$ cat src/rtl/gpio_af_pkg.sv
package gpio_af_pkg;

  // control word layout: the pin logic decodes these positions
  localparam int CTRL_W  = 3;
  localparam int CB_ALT  = 2;
  localparam int CB_DIR  = 1;
  localparam int CB_TERM = 0;

  // what a pin does when its secondary function is enabled
  typedef enum logic [1:0] {
    ROLE_PLAIN   = 2'd0,
    ROLE_ALT_IN  = 2'd1,
    ROLE_ALT_OUT = 2'd2,
    ROLE_ALT_CLK = 2'd3
  } pin_role_e;

endpackage

$ cat src/rtl/gpio_af_regs.sv
module gpio_af_regs
  import gpio_af_pkg::*;
#(
  parameter int NUM_PORTS     = 3,
  parameter int PINS_PER_PORT = 4,
  parameter int ADDR_W        = 4,
  parameter int DATA_W        = 4
) (
  input  logic                            clk,
  input  logic                            rst,
  input  logic                            bus_wr,
  input  logic [ADDR_W-1:0]               bus_addr,
  input  logic [DATA_W-1:0]               bus_wdata,
  input  logic [NUM_PORTS*PINS_PER_PORT-1:0] pad_view,
  output logic [NUM_PORTS*PINS_PER_PORT*CTRL_W-1:0] ctrl_flat,
  output logic [NUM_PORTS*PINS_PER_PORT-1:0] latch_flat,
  output logic [DATA_W-1:0]               bus_rdata
);

  localparam int NUM_PINS  = NUM_PORTS * PINS_PER_PORT;
  localparam int DATA_BASE = NUM_PINS;
  localparam int MAP_END   = NUM_PINS + NUM_PORTS;

  logic [CTRL_W-1:0]        ctrl_q  [NUM_PINS];
  logic [PINS_PER_PORT-1:0] latch_q [NUM_PORTS];
  logic [DATA_W-1:0]        rd_next;

  // control words and output latches share one write decoder
  always_ff @(posedge clk) begin
    if (rst) begin
      for (int i = 0; i < NUM_PINS; i++)  ctrl_q[i]  <= '0;
      for (int p = 0; p < NUM_PORTS; p++) latch_q[p] <= '0;
    end else if (bus_wr) begin
      for (int i = 0; i < NUM_PINS; i++)
        if (bus_addr == ADDR_W'(i)) ctrl_q[i] <= bus_wdata[CTRL_W-1:0];
      for (int p = 0; p < NUM_PORTS; p++)
        if (bus_addr == ADDR_W'(DATA_BASE + p)) latch_q[p] <= bus_wdata[PINS_PER_PORT-1:0];
    end
  end

  // flatten for the pin cells
  genvar gi, gp;
  generate
    for (gi = 0; gi < NUM_PINS; gi++) begin : g_ctrl_out
      assign ctrl_flat[gi*CTRL_W +: CTRL_W] = ctrl_q[gi];
    end
    for (gp = 0; gp < NUM_PORTS; gp++) begin : g_latch_out
      assign latch_flat[gp*PINS_PER_PORT +: PINS_PER_PORT] = latch_q[gp];
    end
  endgenerate

  // read selection, registered below
  always_comb begin
    rd_next = '0;
    for (int i = 0; i < NUM_PINS; i++)
      if (bus_addr == ADDR_W'(i)) rd_next = DATA_W'(ctrl_q[i]);
    for (int p = 0; p < NUM_PORTS; p++)
      if (bus_addr == ADDR_W'(DATA_BASE + p))
        rd_next = DATA_W'(pad_view[p*PINS_PER_PORT +: PINS_PER_PORT]);
  end

  always_ff @(posedge clk) begin
    if (rst) bus_rdata <= '0;
    else     bus_rdata <= rd_next;
  end

  // a control write lands in the addressed word on the next edge
  assert_ctrl_store_R2: assert property (@(posedge clk) disable iff (rst)
    (bus_wr && bus_addr < ADDR_W'(NUM_PINS)) |=>
      ctrl_flat[$past(bus_addr)*CTRL_W +: CTRL_W] == $past(bus_wdata[CTRL_W-1:0]));

  // unmapped addresses always read back zero
  assert_unmapped_read_R10: assert property (@(posedge clk) disable iff (rst)
    (bus_addr >= ADDR_W'(MAP_END)) |=> bus_rdata == '0);

endmodule

$ cat src/rtl/gpio_af_pin.sv
module gpio_af_pin
  import gpio_af_pkg::*;
#(
  parameter pin_role_e ROLE = ROLE_PLAIN
) (
  input  logic [CTRL_W-1:0] ctrl,
  input  logic              latch,
  input  logic              pad_in,
  input  logic              alt_drv,
  input  logic              ext_clk,
  output logic              oe,
  output logic              dout,
  output logic              pull,
  output logic              hiz,
  output logic              alt_in
);

  logic alt_on;

  always_comb begin
    alt_on = ctrl[CB_ALT];
    oe     = ctrl[CB_DIR];
    dout   = latch;
    alt_in = 1'b0;
    unique case (ROLE)
      ROLE_ALT_IN: begin
        if (alt_on) begin
          oe     = 1'b0;
          alt_in = pad_in;
        end
      end
      ROLE_ALT_OUT: begin
        if (alt_on) begin
          oe   = 1'b1;
          dout = alt_drv;
        end
      end
      ROLE_ALT_CLK: begin
        if (alt_on) begin
          if (ext_clk) begin
            oe     = 1'b0;
            alt_in = pad_in;
          end else begin
            oe   = 1'b1;
            dout = alt_drv;
          end
        end
      end
      default: ;
    endcase
    // termination matters only while the pin listens
    pull = !oe && !ctrl[CB_TERM];
    hiz  = !oe &&  ctrl[CB_TERM];
  end

endmodule

$ cat src/rtl/gpio_altfn_ctrl.sv
module gpio_altfn_ctrl
  import gpio_af_pkg::*;
#(
  parameter int NUM_PORTS     = 3,
  parameter int PINS_PER_PORT = 4,
  parameter int SIN_PIN       = 7,
  parameter int SOUT_PIN      = 8,
  parameter int RDY_PIN       = 9,
  parameter int CLK_PIN       = 10,
  parameter int MON_PIN       = 11,
  parameter int NUM_PINS      = NUM_PORTS * PINS_PER_PORT,
  parameter int ADDR_W        = $clog2(NUM_PINS + NUM_PORTS + 1),
  parameter int DATA_W        = (PINS_PER_PORT > CTRL_W) ? PINS_PER_PORT : CTRL_W
) (
  input  logic                clk,
  input  logic                rst,
  input  logic                bus_wr,
  input  logic [ADDR_W-1:0]   bus_addr,
  input  logic [DATA_W-1:0]   bus_wdata,
  output logic [DATA_W-1:0]   bus_rdata,
  input  logic [NUM_PINS-1:0] pin_in,
  output logic [NUM_PINS-1:0] pin_oe,
  output logic [NUM_PINS-1:0] pin_out,
  output logic [NUM_PINS-1:0] pull_en,
  output logic [NUM_PINS-1:0] hiz_sel,
  input  logic                ser_dout,
  input  logic                ser_rdy,
  input  logic                ser_clk_out,
  input  logic                ext_clk_sel,
  input  logic                osc_mon,
  output logic                ser_din,
  output logic                ser_clk_in
);

  logic [NUM_PINS*CTRL_W-1:0] ctrl_flat;
  logic [NUM_PINS-1:0]        latch_flat;
  logic [NUM_PINS-1:0]        pad_view;
  logic [NUM_PINS-1:0]        alt_drv_vec;
  logic [NUM_PINS-1:0]        alt_in_vec;

  gpio_af_regs #(
    .NUM_PORTS    (NUM_PORTS),
    .PINS_PER_PORT(PINS_PER_PORT),
    .ADDR_W       (ADDR_W),
    .DATA_W       (DATA_W)
  ) i_regs (
    .clk       (clk),
    .rst       (rst),
    .bus_wr    (bus_wr),
    .bus_addr  (bus_addr),
    .bus_wdata (bus_wdata),
    .pad_view  (pad_view),
    .ctrl_flat (ctrl_flat),
    .latch_flat(latch_flat),
    .bus_rdata (bus_rdata)
  );

  // secondary drive sources, routed to their pins
  always_comb begin
    alt_drv_vec           = '0;
    alt_drv_vec[SOUT_PIN] = ser_dout;
    alt_drv_vec[RDY_PIN]  = ser_rdy;
    alt_drv_vec[CLK_PIN]  = ser_clk_out;
    alt_drv_vec[MON_PIN]  = osc_mon;
  end

  genvar gi;
  generate
    for (gi = 0; gi < NUM_PINS; gi++) begin : g_pin
      localparam pin_role_e ROLE_I =
        (gi == SIN_PIN) ? ROLE_ALT_IN :
        (gi == CLK_PIN) ? ROLE_ALT_CLK :
        (gi == SOUT_PIN || gi == RDY_PIN || gi == MON_PIN) ? ROLE_ALT_OUT :
        ROLE_PLAIN;
      gpio_af_pin #(.ROLE(ROLE_I)) i_pin (
        .ctrl   (ctrl_flat[gi*CTRL_W +: CTRL_W]),
        .latch  (latch_flat[gi]),
        .pad_in (pin_in[gi]),
        .alt_drv(alt_drv_vec[gi]),
        .ext_clk(ext_clk_sel),
        .oe     (pin_oe[gi]),
        .dout   (pin_out[gi]),
        .pull   (pull_en[gi]),
        .hiz    (hiz_sel[gi]),
        .alt_in (alt_in_vec[gi])
      );
      // port reads see the driven value on outputs and the pad on inputs
      assign pad_view[gi] = pin_oe[gi] ? pin_out[gi] : pin_in[gi];
    end
  endgenerate

  assign ser_din    = alt_in_vec[SIN_PIN];
  assign ser_clk_in = alt_in_vec[CLK_PIN];

  localparam logic [NUM_PINS-1:0] ALT_MASK =
    (NUM_PINS'(1) << SIN_PIN) | (NUM_PINS'(1) << SOUT_PIN) | (NUM_PINS'(1) << RDY_PIN) |
    (NUM_PINS'(1) << CLK_PIN) | (NUM_PINS'(1) << MON_PIN);

  assert_term_exclusive_R4: assert property (@(posedge clk) disable iff (rst)
    ((pull_en & hiz_sel) == '0) && ((pin_oe & (pull_en | hiz_sel)) == '0));

  assert_plain_no_alt_R5: assert property (@(posedge clk) disable iff (rst)
    (alt_in_vec & ~ALT_MASK) == '0);

  assert_sin_forced_in_R6: assert property (@(posedge clk) disable iff (rst)
    ctrl_flat[SIN_PIN*CTRL_W + CB_ALT] |-> (!pin_oe[SIN_PIN] && ser_din == pin_in[SIN_PIN]));

  assert_sout_forced_out_R7: assert property (@(posedge clk) disable iff (rst)
    ctrl_flat[SOUT_PIN*CTRL_W + CB_ALT] |-> (pin_oe[SOUT_PIN] && pin_out[SOUT_PIN] == ser_dout));

  assert_clk_dir_R8: assert property (@(posedge clk) disable iff (rst)
    ctrl_flat[CLK_PIN*CTRL_W + CB_ALT] |-> (pin_oe[CLK_PIN] == !ext_clk_sel));

endmodule

$ cat config.mk
export PLATFORM = sky130hd
export DESIGN_NAME = gpio_altfn_ctrl
export DESIGN_NICKNAME = d
export VERILOG_FILES = /design/src/rtl/gpio_af_pkg.sv /design/src/rtl/gpio_af_regs.sv /design/src/rtl/gpio_af_pin.sv /design/src/rtl/gpio_altfn_ctrl.sv
export SDC_FILE = /design/constraint.sdc
export NUM_CORES = 1
export LEC_CHECK = 0
export BUFFER_PORTS_ARGS = -buffer_cell sky130_fd_sc_hd__buf_2
export CORE_MARGIN = 2
export CORE_UTILIZATION = 25
export CTS_BUF_LIST = sky130_fd_sc_hd__clkbuf_4
export DETAILED_ROUTE_END_ITERATION = 7
export HOLD_SLACK_MARGIN = 0.02
export PLACE_DENSITY = 0.43
export SYNTH_ARGS = -nofsm -noshare
export SYNTH_HDL_FRONTEND = slang
export SYNTH_SLANG_ARGS = --single-unit
$ cat constraint.sdc
create_clock -name clk -period 2 [get_ports clk]
set_clock_uncertainty 0.15 [all_clocks]
set_input_delay 0.6 -clock clk [delete_from_list [all_inputs] [get_ports clk]]
set_output_delay 0.6 -clock clk [all_outputs]
set_load 0.01 [all_outputs]
# After elaboration in Yosys (flattened, before gate mapping)
# Memories as Yosys holds them, arrays and structs flattened.
# Index checks and enable logic that the tools add are counted.
dict set report op_classes {
  eq_ne 14
  muxes 118
  n_bitwise 15
  n_reduce_logical 49
}
# operator count
set ops {}
lappend ops {{1-bit two-way mux} 88}
lappend ops {{3-bit two-way mux} 24}
lappend ops {{4-bit == test, second input constant} 7}
lappend ops {{1-bit logical AND} 24}
lappend ops {{1-bit zero test} 24}
lappend ops {{4-bit two-way mux} 6}
lappend ops {{4-bit by 3-bit == test with 1-bit output, second input constant} 4}
lappend ops {{1-bit bitwise OR} 15}
lappend ops {{4-bit by 2-bit == test with 1-bit output, second input constant} 2}
lappend ops {{4-bit by 1-bit == test with 1-bit output, second input constant} 1}
lappend ops {{4-bit zero test} 1}
dict set report word_totals {
  ff_bits 4
  mem_bits_rw 48
  inputBits 28
  out_inout_bits 54
  elab_cells 199
  memories 2
}
# memory words width rd rd_clocked_by_memory_dff write_ports line_no
set mem_list {}
lappend mem_list {i_regs.ctrl_q 12 3 12 0 12 gpio_af_regs.sv:24} ;# logic [CTRL_W-1:0] ctrl_q [NUM_PINS];
lappend mem_list {i_regs.latch_q 3 4 3 0 3 gpio_af_regs.sv:25} ;# logic [PINS_PER_PORT-1:0] latch_q [NUM_PORTS];

# Depth between registers and ports, before layout
dict set report logic_depth {
  word_depth 16
  mapped_depth 7
  ltp_nobuf 5
}

# Modules after synthesis
# From an unflattened synthesis, not the netlist that was laid out.
dict set report unflattened {
  cells_unflattened 311
  hier_area_um2 3240.6
}
# module instances cells_per_inst area_per_inst_um2 seq_area_each_um2
set by_module_without_submodules {}
lappend by_module_without_submodules {gpio_af_regs 1 226 2547.4 1521.5}
lappend by_module_without_submodules {{gpio_af_pin (g_pin[0].i_pin ...)} 7 6 38.8 0.0}
lappend by_module_without_submodules {gpio_altfn_ctrl 1 13 183.9 0.0}
lappend by_module_without_submodules {{gpio_af_pin (g_pin[11].i_pin ...)} 3 6 45.0 0.0}
lappend by_module_without_submodules {{gpio_af_pin (g_pin[10].i_pin)} 1 7 61.3 0.0}
lappend by_module_without_submodules {{gpio_af_pin (g_pin[7].i_pin)} 1 5 41.3 0.0}

# Worst setup path before layout
# No wires, ideal clock.
dict set report synth_path {
  kind {input -> output}
  from {in ext_clk_sel}
  to {out pin_out[10]}
  arrival_ps 1155
  t_required_ps 1250
  slack_ps 95
  stages 3
  path_buffers 1
  path_cell_list {nand2b_1 mux2_2 buf_4}
}
dict set report synth_between {
  elab_chain_len 2
}
# element line_no
set synth_lines {}
lappend synth_lines {{from (decl)} gpio_altfn_ctrl.sv:29} ;# input logic ext_clk_sel,
lappend synth_lines {{1-bit two-way mux} gpio_af_pin.sv:40} ;# if (ext_clk) begin
lappend synth_lines {{1-bit two-way mux} gpio_af_pin.sv:39} ;# if (alt_on) begin
lappend synth_lines {{to (decl)} gpio_altfn_ctrl.sv:23} ;# output logic [NUM_PINS-1:0] pin_out,
# No other way between the ends.

==> results.py <==
metrics = {
    "outcome": {
        "status": "finished, violations left",
        "failed_checks": "setup timing",
    },
    "worst_hold_path": {
        "hold_path_class": "primary input to flip-flop",
    },
    "detailed_routing": {
        "viasPerCell": 4.43,
        "drc": 0,
        "final_antenna_net_count": 0,
        "wl_um": 10300,
        "first_pass_iters": 5,
        "routedWlPerCell_um": 16.4,
        "drt_iter0_markers": 150,
        "num_vias": 2776,
    },
    "final_layout": {
        "nNetsFinal": 477,
        "multiInputGateArea_sq_um": 1380,
        "fill_cells": 1373,
        "final_common_cell": "buf_4",
        "syn2layout_area_growth_pct": 29.0,
        "layout_common_cells": "buf_4 (78), buf_2 (76), edfxtp_1 (48), nor2_1 (46), nand2b_1 (19)",
        "drive_gt1_share_pct": 43.1,
        "postLayoutCoreUtil_pct": 32.8,
        "regArea_sq_um": 1520,
        "fin_area_sq_um": 4330,
    },
    "yosys": {
        "synth_flop_cell": "edfxtp_1",
        "synth_top_area_share_pct": 43.0,
        "yosys_warnings": 0,
        "synthCells": 343,
        "async_flop_share_pct": 0,
        "synthTopCellsByArea": "edfxtp_1 (43%), buf_4 (11%), nor2_1 (5.6%), mux2i_1 (4.2%), nand2b_1 (3.5%)",
        "syn-num-nets": 371,
        "ys_ff_latch": 52,
        "synth_cell_types": 53,
        "syn_area_sq_um": 3360,
        "synth_top_area_cell": "edfxtp_1",
        "synth-seq-area-share_pct": 45.3,
        "synth_edf_count": 48,
        "syn_area_per_cell_sq_um": 9.78,
    },
    "sta": {
        "setup_viol": 11,
        "min_period_over_period_pct": 107,
        "whs_ns": 0.410,
        "fmax_mhz": 467,
        "post-route-min-period_ns": 2.14,
        "setup_slack_ns": -0.139,
        "tightest_slew_ns": 0.404,
        "drv_slew": 0,
        "hold_viol": 0,
        "finalSetupTns_ns": -0.619,
        "grt_setup_unrepaired": "yes",
        "relSlewSlack_pct": 73.1,
    },
    "clocking": {
        "cts_inserted_buffers": 5,
        "cts_tree": "yes",
        "clk_latency_ns": 0.39,
        "root_buffer": "clkbuf_4",
        "cts.sinks": 52,
        "cts_buffer_depth": 2,
        "ctsHtreeMaxLevel": 2,
        "clkTransAtPathRegs_ns": 0.14,
        "hold_buffers": 0,
    },
    "setup_path": {
        "critPathCaptureType": "output pin",
        "startpoint_type": "flip-flop",
        "worstPathArrival_ns": 1.39,
        "required_ns": 1.25,
        "critPathMaxFanout": 2,
        "critPathKind": "flip-flop to output pin",
    },
    "power": {
        "vdd_drop_max_v": 0.000275,
        "p_per_area_nw_per_um2": 585,
        "p_leak_uw": 0.00189,
        "p_total_uw": 2530,
    },
    "die": {
        "rows": 42,
        "die_h_um": 120,
        "start_util_pct": 25.4,
        "io_pins": 82,
        "die-area_sq_um": 14400,
        "fp.dieW_um": 120,
        "core_sq_um": 13200,
    },
    "placed_design": {
        "dpl-instance-area_sq_um": 3970,
        "dp_hpwl_um": 8340,
        "io_buffers": 81,
        "gp_congestion": 0.828,
    },
    "grt": {
        "antenna_found_initial": 1,
        "grt_usage_pct": 14.4,
        "first_global_vias": 2702,
        "gr-total-overflow": 0,
        "grt_max_degree": 20,
        "grt_pass1_wl_um": 15500,
    },
    "flow_run": {
        "drv_cap": 0,
    },
}
state kept, by name, indices dropped and copies added, names as in the netlist:
name              flops
i_regs.bus_rdata      4
i_regs.ctrl_q        36
i_regs.latch_q       12
repair_timing:
| item | CTS | global route |
|---|---|---|
| hold endpoints to repair | 0 | 0 |
| pin swaps | 5 | 3 |
| buffers inserted | 14 | 10 |
| resized for setup | 17 | 11 |
| endpoints found under the setup margin | 19 | 31 |
| gates cloned | 0 | 0 |
kinds of logic after synthesis:
logic type | Yosys count | share of synthesized area [%]
simple gates | 136 | 20.6
buf+inv | 77 | 15.2
compound gates | 59 | 12.6
flops | 52 | 45.3
mux | 19 | 6.19
path summary, 6_finish.rpt:
| kind | start | endpoint | slack (ns) | cells after the start |
|---|---|---|---|---|
| worst min register to register | i_regs.ctrl_q[0][33]$_DFFE_PP_ | i_regs.bus_rdata[0]$_SDFF_PP0_ | 0.61 | 3 |
| worst max register to register | i_regs.ctrl_q[0][32]$_DFFE_PP_ | i_regs.bus_rdata[2]$_SDFF_PP0_ | 0.13 | 7 |
| worst min-delay path | bus_wdata[3] | i_regs.latch_q[0][7]$_DFFE_PP_ | 0.41 | 2 |
| worst max-delay path | i_regs.ctrl_q[0][32]$_DFFE_PP_ | pin_out[10] | -0.14 | 3 |
critical path, stage by stage (launching register included):
cell	delay (ns)
edfxtp_1	0.44
nand2b_1	0.13
mux2_4	0.31
buf_6	0.12
per-layer routing:
layer,GRT usage (%),vias to the layer above,share of wire (%)
li1,-,1369,-
met1,19.3,1323,46
met2,24.0,78,49
met3,2.19,6,4.1
met4,4.04,0,1.0
met5,0,-,0
cell usage after synthesis, types with 7 or more instances:
cell / count
a21oi_1: 12
and2_1: 8
buf_4: 50
clkbuf_1: 7
edfxtp_1: 48
inv_1: 11
mux2i_1: 14
nand2_1: 14
nand2b_1: 19
nand3_1: 10
nor2_1: 50
nor2b_1: 16
o21ai_0: 9
metrics by stage:
step	cells	worst slack, ns
after floorplan	343	0.0950
after global placement	594	-0.173
after detailed placement	594	-0.158
after CTS	616	-0.146
after global routing	627	-0.201
final	627	-0.139
where the power goes:
part	internal (uW)	switching [uW]	total, uW
sequential	1260	58.6	1320
combinational	306	315	621
clock	256	337	592
total	1820	711	2530
final cells by class:
cell class                 instances  share of cell area, %
sequential                        52                   35.1
multi-input combinational        214                   31.8
timing repair buffer             164                   25.1
tap                              176                   5.09
inverter                          12                   1.04
clock buffer                       5                  0.867
clock inverter                     3                  0.867
antenna                            1                 0.0578
(Power assumes the default switching activity.)
